`src/rtl/dma_sniff_pkg.sv`:
```
package dma_sniff_pkg;
  localparam int WORD_W = 32;
  localparam int NBYTES = WORD_W / 8;
  localparam logic [31:0] POLY32 = 32'h04C1_1DB7;
  localparam logic [15:0] POLY16 = 16'h1021;

  typedef enum logic [3:0] {
    MD_CRC32     = 4'h0,
    MD_CRC32_REV = 4'h1,
    MD_CRC16     = 4'h2,
    MD_CRC16_REV = 4'h3,
    MD_PARITY    = 4'hE,
    MD_SUM       = 4'hF
  } sniff_mode_e;

  function automatic logic [31:0] bit_rev32(input logic [31:0] d);
    logic [31:0] r;
    for (int i = 0; i < 32; i++) r[i] = d[31-i];
    return r;
  endfunction

  function automatic logic [31:0] crc32_step(input logic [31:0] c, input logic [31:0] d);
    logic [31:0] s;
    logic fb;
    s = c;
    for (int i = 31; i >= 0; i--) begin
      fb = s[31] ^ d[i];
      s  = {s[30:0], 1'b0} ^ (fb ? POLY32 : 32'h0);
    end
    return s;
  endfunction

  function automatic logic [15:0] crc16_step(input logic [15:0] c, input logic [31:0] d);
    logic [15:0] s;
    logic fb;
    s = c;
    for (int i = 31; i >= 0; i--) begin
      fb = s[15] ^ d[i];
      s  = {s[14:0], 1'b0} ^ (fb ? POLY16 : 16'h0);
    end
    return s;
  endfunction
endpackage

```
`src/rtl/sniff_qualify.sv`:
```
module sniff_qualify #(
  parameter int CH_W = 4
) (
  input  logic            en,
  input  logic [CH_W-1:0] chan_sel,
  input  logic [CH_W-1:0] chan,
  input  logic            sniff_flag,
  input  logic            valid,
  output logic            hit
);
  always_comb hit = en & valid & sniff_flag & (chan == chan_sel);
endmodule

```
`src/rtl/sniff_prep.sv`:
```
module sniff_prep
  import dma_sniff_pkg::*;
(
  input  logic              swap,
  input  logic [WORD_W-1:0] din,
  output logic [WORD_W-1:0] dout
);
  for (genvar g = 0; g < NBYTES; g++) begin : g_byte
    assign dout[8*g +: 8] = swap ? din[8*(NBYTES-1-g) +: 8] : din[8*g +: 8];
  end
endmodule

```
`src/rtl/sniff_engine.sv`:
```
module sniff_engine
  import dma_sniff_pkg::*;
(
  input  logic              clk,
  input  logic              rst_n,
  input  logic [3:0]        mode,
  input  logic              hit,
  input  logic [WORD_W-1:0] word,
  input  logic              seed_we,
  input  logic [WORD_W-1:0] seed_data,
  output logic [WORD_W-1:0] acc
);
  logic [WORD_W-1:0] acc_nxt;
  logic [WORD_W-1:0] upd;
  logic [WORD_W-1:0] word_rev;

  always_comb word_rev = bit_rev32(word);

  always_comb begin
    case (mode)
      MD_CRC32:     upd = crc32_step(acc, word);
      MD_CRC32_REV: upd = crc32_step(acc, word_rev);
      MD_CRC16:     upd = {16'h0, crc16_step(acc[15:0], word)};
      MD_CRC16_REV: upd = {16'h0, crc16_step(acc[15:0], word_rev)};
      MD_PARITY:    upd = {31'h0, acc[0] ^ (^word)};
      MD_SUM:       upd = acc + word;
      default:      upd = acc;
    endcase
  end

  always_comb begin
    if (seed_we)  acc_nxt = seed_data;
    else if (hit) acc_nxt = upd;
    else          acc_nxt = acc;
  end

  always_ff @(posedge clk or negedge rst_n) begin
    if (!rst_n) acc <= '0;
    else        acc <= acc_nxt;
  end
endmodule

```
`src/rtl/dma_sniff_csum.sv`:
```
module dma_sniff_csum #(
  parameter int NUM_CH = 12,
  localparam int CH_W = (NUM_CH > 1) ? $clog2(NUM_CH) : 1
) (
  input  logic            clk,
  input  logic            rst_n,
  input  logic            cfg_en,
  input  logic [CH_W-1:0] cfg_chan_sel,
  input  logic [3:0]      cfg_mode,
  input  logic            cfg_swap,
  input  logic [CH_W-1:0] beat_chan,
  input  logic            beat_sniff_en,
  input  logic            beat_valid,
  input  logic [31:0]     beat_data,
  input  logic            seed_we,
  input  logic [31:0]     seed_data,
  output logic [31:0]     acc_out
);
  logic        beat_hit;
  logic [31:0] prep_word;

  sniff_qualify #(.CH_W(CH_W)) u_qual (
    .en(cfg_en), .chan_sel(cfg_chan_sel), .chan(beat_chan),
    .sniff_flag(beat_sniff_en), .valid(beat_valid), .hit(beat_hit)
  );

  sniff_prep u_prep (.swap(cfg_swap), .din(beat_data), .dout(prep_word));

  sniff_engine u_eng (
    .clk(clk), .rst_n(rst_n), .mode(cfg_mode), .hit(beat_hit),
    .word(prep_word), .seed_we(seed_we), .seed_data(seed_data), .acc(acc_out)
  );
endmodule

```
`config.mk`:
```
export PLATFORM = sky130hd
export DESIGN_NAME = dma_sniff_csum
export DESIGN_NICKNAME = d
export VERILOG_FILES = /design/src/rtl/dma_sniff_pkg.sv /design/src/rtl/sniff_qualify.sv /design/src/rtl/sniff_prep.sv /design/src/rtl/sniff_engine.sv /design/src/rtl/dma_sniff_csum.sv
export SDC_FILE = /design/constraint.sdc
export NUM_CORES = 1
export LEC_CHECK = 0
export ABC_AREA = 1
export BUFFER_PORTS_ARGS = -buffer_cell sky130_fd_sc_hd__buf_2
export CORE_UTILIZATION = 30
export CTS_CLUSTER_DIAMETER = 120
export DETAILED_ROUTE_END_ITERATION = 6
export PLACE_DENSITY = 0.41
export SETUP_SLACK_MARGIN = 0.1
export SYNTH_ARGS = -nofsm -noshare
export SYNTH_HDL_FRONTEND = slang
export SYNTH_HIERARCHICAL = 1
export SYNTH_SLANG_ARGS = --single-unit
```
`constraint.sdc`:
```
create_clock -name clk -period 5.65 [get_ports clk]
set_input_delay 1.13 -clock clk [delete_from_list [all_inputs] [get_ports clk]]
set_output_delay 1.13 -clock clk [all_outputs]
set_load 0.02 [all_outputs]
```
==> impl_metrics.prom <==
# TYPE chip_impl_metric gauge
chip_impl_info{name="outcome",value="finished, final reports clean"} 1
chip_impl_metric{name="largest_register_ff_count",unit=""} 32
chip_impl_metric{name="vias_per_cell",unit=""} 4.99
chip_impl_metric{name="antenna_found_initial",unit=""} 3
chip_impl_metric{name="fin_ws",unit="ns"} 0.460
chip_impl_metric{name="clock_sinks",unit=""} 32
chip_impl_metric{name="synth-async-reset-ratio",unit=""} 1.00
chip_impl_info{name="setup.worst_path.end_class",value="register"} 1
chip_impl_metric{name="clock_tree.buffer_depth",unit=""} 2
chip_impl_metric{name="post-cts-setup-buffer-count",unit=""} 0
chip_impl_metric{name="route.detailed.drc",unit=""} 0
chip_impl_metric{name="worst-endpoint-arrival",unit="ns"} 5.37
chip_impl_metric{name="clk_latency",unit="ns"} 0.29
chip_impl_metric{name="slew-limit-headroom",unit=""} 0.152
chip_impl_metric{name="timing.final.setup_violations",unit=""} 0
chip_impl_info{name="ys.flop_type",value="sky130_fd_sc_hd__dfrtp_1"} 1
chip_impl_info{name="crit_start_category",value="primary input"} 1
chip_impl_metric{name="design.final.nets",unit=""} 3192
chip_impl_metric{name="wl_per_cell",unit="microns"} 23.3
chip_impl_metric{name="max_frequency",unit="GHz"} 0.193
chip_impl_metric{name="worst-endpoint-required",unit="ns"} 5.83
chip_impl_info{name="rsz0062_at_grt",value="false"} 1
chip_impl_metric{name="finalMaxSlewViolations",unit=""} 0
chip_impl_info{name="largest-register",value="u_eng/acc"} 1
chip_impl_metric{name="rows",unit=""} 86
chip_impl_metric{name="global_route.usage.total",unit=""} 0.306
chip_impl_info{name="largestRegisters",value="u_eng/acc: 32 flops"} 1
chip_impl_metric{name="cts_max_level",unit=""} 2
chip_impl_info{name="hold_path_startpoint",value="u_eng/acc[29]$_DFFE_PN0P_"} 1
chip_impl_info{name="critical_path.most_common_cell",value="sky130_fd_sc_hd__nand2_1"} 1
chip_impl_metric{name="hold_viol",unit=""} 0
chip_impl_info{name="worst_setup_path_start",value="cfg_swap"} 1
chip_impl_metric{name="syn_avg_cell_area",unit="sq um"} 5.80
chip_impl_metric{name="synth_cells",unit=""} 2904
chip_impl_metric{name="die_area",unit="sq um"} 57100
chip_impl_metric{name="critPathMaxFanout",unit=""} 32
chip_impl_metric{name="place.gp.congestion",unit=""} 0.986
chip_impl_metric{name="clkTransAtPathRegs",unit="ns"} 0.06
chip_impl_metric{name="synth.net_count",unit=""} 3023
chip_impl_metric{name="dieHeight",unit="microns"} 239
chip_impl_metric{name="drt_iter0_drc",unit=""} 1774
chip_impl_metric{name="finalWorstPathRequiredPeriod",unit="ns"} 5.19
chip_impl_metric{name="yosysWarningCount",unit=""} 6
chip_impl_metric{name="die_w",unit="microns"} 239
chip_impl_metric{name="pre_cts_ws",unit="ns"} 0.0550
chip_impl_metric{name="antenna_left",unit=""} 0
chip_impl_metric{name="worst_pin_slew",unit="ns"} 1.27
chip_impl_metric{name="first_global_vias",unit=""} 17600
chip_impl_metric{name="synth.yosys.seq_area_share",unit=""} 0.0475
chip_impl_metric{name="design.core.area",unit="sq um"} 55300
chip_impl_metric{name="max_cap_violations",unit=""} 0
chip_impl_metric{name="cts-buffers-inserted",unit=""} 5
chip_impl_metric{name="drive_gt1_frac",unit=""} 0.205
chip_impl_metric{name="placement.io_buffers",unit=""} 114
chip_impl_info{name="cell_type_with_the_largest_total_area_after_synthesis",value="sky130_fd_sc_hd__nand2_1"} 1
chip_impl_info{name="critical_path.reg2reg.startpoint",value="u_eng/acc[14]$_DFFE_PN0P_"} 1
chip_impl_metric{name="mappedNetlistArea",unit="sq um"} 16800
chip_impl_metric{name="fin_worst_skew",unit="ns"} 0.00670
chip_impl_info{name="hp-class",value="register to register"} 1
chip_impl_info{name="cts-root-buf",value="sky130_fd_sc_hd__clkbuf_16"} 1
chip_impl_metric{name="design.portCount",unit=""} 115
chip_impl_info{name="synth_most_common_cell",value="sky130_fd_sc_hd__nand2_1"} 1
chip_impl_metric{name="globalRouteOverflowTotal",unit=""} 0
chip_impl_info{name="critical_path.slowest_cell",value="sky130_fd_sc_hd__xor2_1"} 1
chip_impl_info{name="netlist_top_cells_area",value="sky130_fd_sc_hd__nand2_1 (24%), sky130_fd_sc_hd__xor2_1 (17%), sky130_fd_sc_hd__nand3_1 (7.2%)"} 1
chip_impl_metric{name="initial_core_util",unit=""} 0.305
chip_impl_metric{name="post_synth_num_cell_types",unit=""} 59
chip_impl_metric{name="synth_enable_flop_cells",unit=""} 0
chip_impl_info{name="tritoncts",value="yes"} 1
chip_impl_metric{name="routed_wl",unit="microns"} 89200
chip_impl_info{name="worst-setup-path-type",value="primary input to register"} 1
chip_impl_metric{name="dr_total_vias",unit=""} 19100
chip_impl_metric{name="first_pass_iters",unit=""} 6
chip_impl_metric{name="grt_first_pass_wirelength",unit="microns"} 124000
chip_impl_metric{name="synth.ff_latch_count",unit=""} 32
chip_impl_metric{name="hpwlAfterDp",unit="microns"} 76600
chip_impl_metric{name="area_growth_syn_to_layout",unit="%"} 12.8
chip_impl_metric{name="cp_slowest_stage_delay",unit="ns"} 0.37
chip_impl_metric{name="final_min_period_over_clock_period",unit=""} 0.919
chip_impl_info{name="ys_top_cells_by_count",value="sky130_fd_sc_hd__nand2_1 (1061), sky130_fd_sc_hd__xor2_1 (321), sky130_fd_sc_hd__inv_1 (252), sky130_fd_sc_hd__nand3_1 (243), sky130_fd_sc_hd__nand2_2 (159)"} 1
chip_impl_metric{name="grt_start_max_net_pins",unit=""} 45
chip_impl_metric{name="synth_top_cell_area_share",unit=""} 0.236
-- kinds of logic after synthesis --
group / count (synthesis) / share of synthesized area
AOI/OAI and AO/OA: 196 / 0.0627
buffers and inverters: 408 / 0.104
xor gates and xnor gates: 477 / 0.270
adders and majority gates: 36 / 0.0272
DFF: 32 / 0.0475
and+or+nand+nor: 1755 / 0.488
-- repair_timing --
action                     in CTS  in global routing
gates resized for setup         0                  6
hold buffers                    0                  0
setup endpoints to repair       0                 19
-- layout by cell type (no fill, tap or decap), types with 28 or more instances in the layout --
cell type,netlist,layout
sky130_fd_sc_hd__a21oi_1,75,75
sky130_fd_sc_hd__buf_2,31,114
sky130_fd_sc_hd__buf_4,10,125
sky130_fd_sc_hd__dfrtp_1,32,32
sky130_fd_sc_hd__ha_1,35,34
sky130_fd_sc_hd__inv_1,252,252
sky130_fd_sc_hd__inv_2,71,71
sky130_fd_sc_hd__nand2_1,1061,1057
sky130_fd_sc_hd__nand2_2,159,162
sky130_fd_sc_hd__nand2_4,55,56
sky130_fd_sc_hd__nand3_1,243,243
sky130_fd_sc_hd__nand3_2,28,28
sky130_fd_sc_hd__nor2_1,121,121
sky130_fd_sc_hd__o21ai_0,73,73
sky130_fd_sc_hd__xnor2_1,120,120
sky130_fd_sc_hd__xor2_1,321,321
-- final timing paths --
kind | to | slack, ns | cells after the start
min reg2reg | u_eng/acc[29]$_DFFE_PN0P_ | 0.72 | 2
max reg2reg | u_eng/acc[3]$_DFFE_PN0P_ | 1.25 | 16
min | u_eng/acc[29]$_DFFE_PN0P_ | 0.72 | 2
max in group asynchronous | u_eng/acc[12]$_DFFE_PN0P_ | 4.04 | 1
max | u_eng/acc[17]$_DFFE_PN0P_ | 0.46 | 31
min in group asynchronous | u_eng/acc[2]$_DFFE_PN0P_ | 0.99 | 1
-- layout make-up --
class | count | area, sq um
Timing Repair Buffer | 240 | 1530
Clock inverter | 2 | 35.0
Antenna cell | 1 | 2.50
Sequential cell | 32 | 801
Multi-Input combinational cell | 2464 | 14300
Clock buffer | 6 | 129
Inverter | 330 | 1250
Tap cell | 748 | 936
Fill cell | 6330 | 36300
-- per-stage QoR --
stage                      util  instances  TNS (ns)  hold WS (ns)  instance area, sq um
after floorplan               -       2904         0         0.663                 16800
after global placement    0.340       3814  -0.00100         0.682                 18800
after detailed placement  0.340       3814         0         0.687                 18800
after CTS                 0.343       3822         0         0.705                 19000
after global routing      0.344       3822         0         0.763                 19000
final                     0.344       3823         0         0.716                 19000
-- routing by layer --
layer	up-vias	wire length, microns	GRT usage
met1	8916	39400	0.412
met2	695	39900	0.498
met3	127	5930	0.0331
li1	9322	-	-
met4	0	3960	0.119
met5	-	0	0
-- critical path: cells and delay by family --
family | cells | cell delay, ns
buf+inv | 6 | 0.95
simple gates | 22 | 2.42
compound gates | 1 | 0.18
xor+xnor | 2 | 0.67
Power is not shown: default switching activity piles up to over one toggle a cycle in this logic, so the estimate is an artifact.
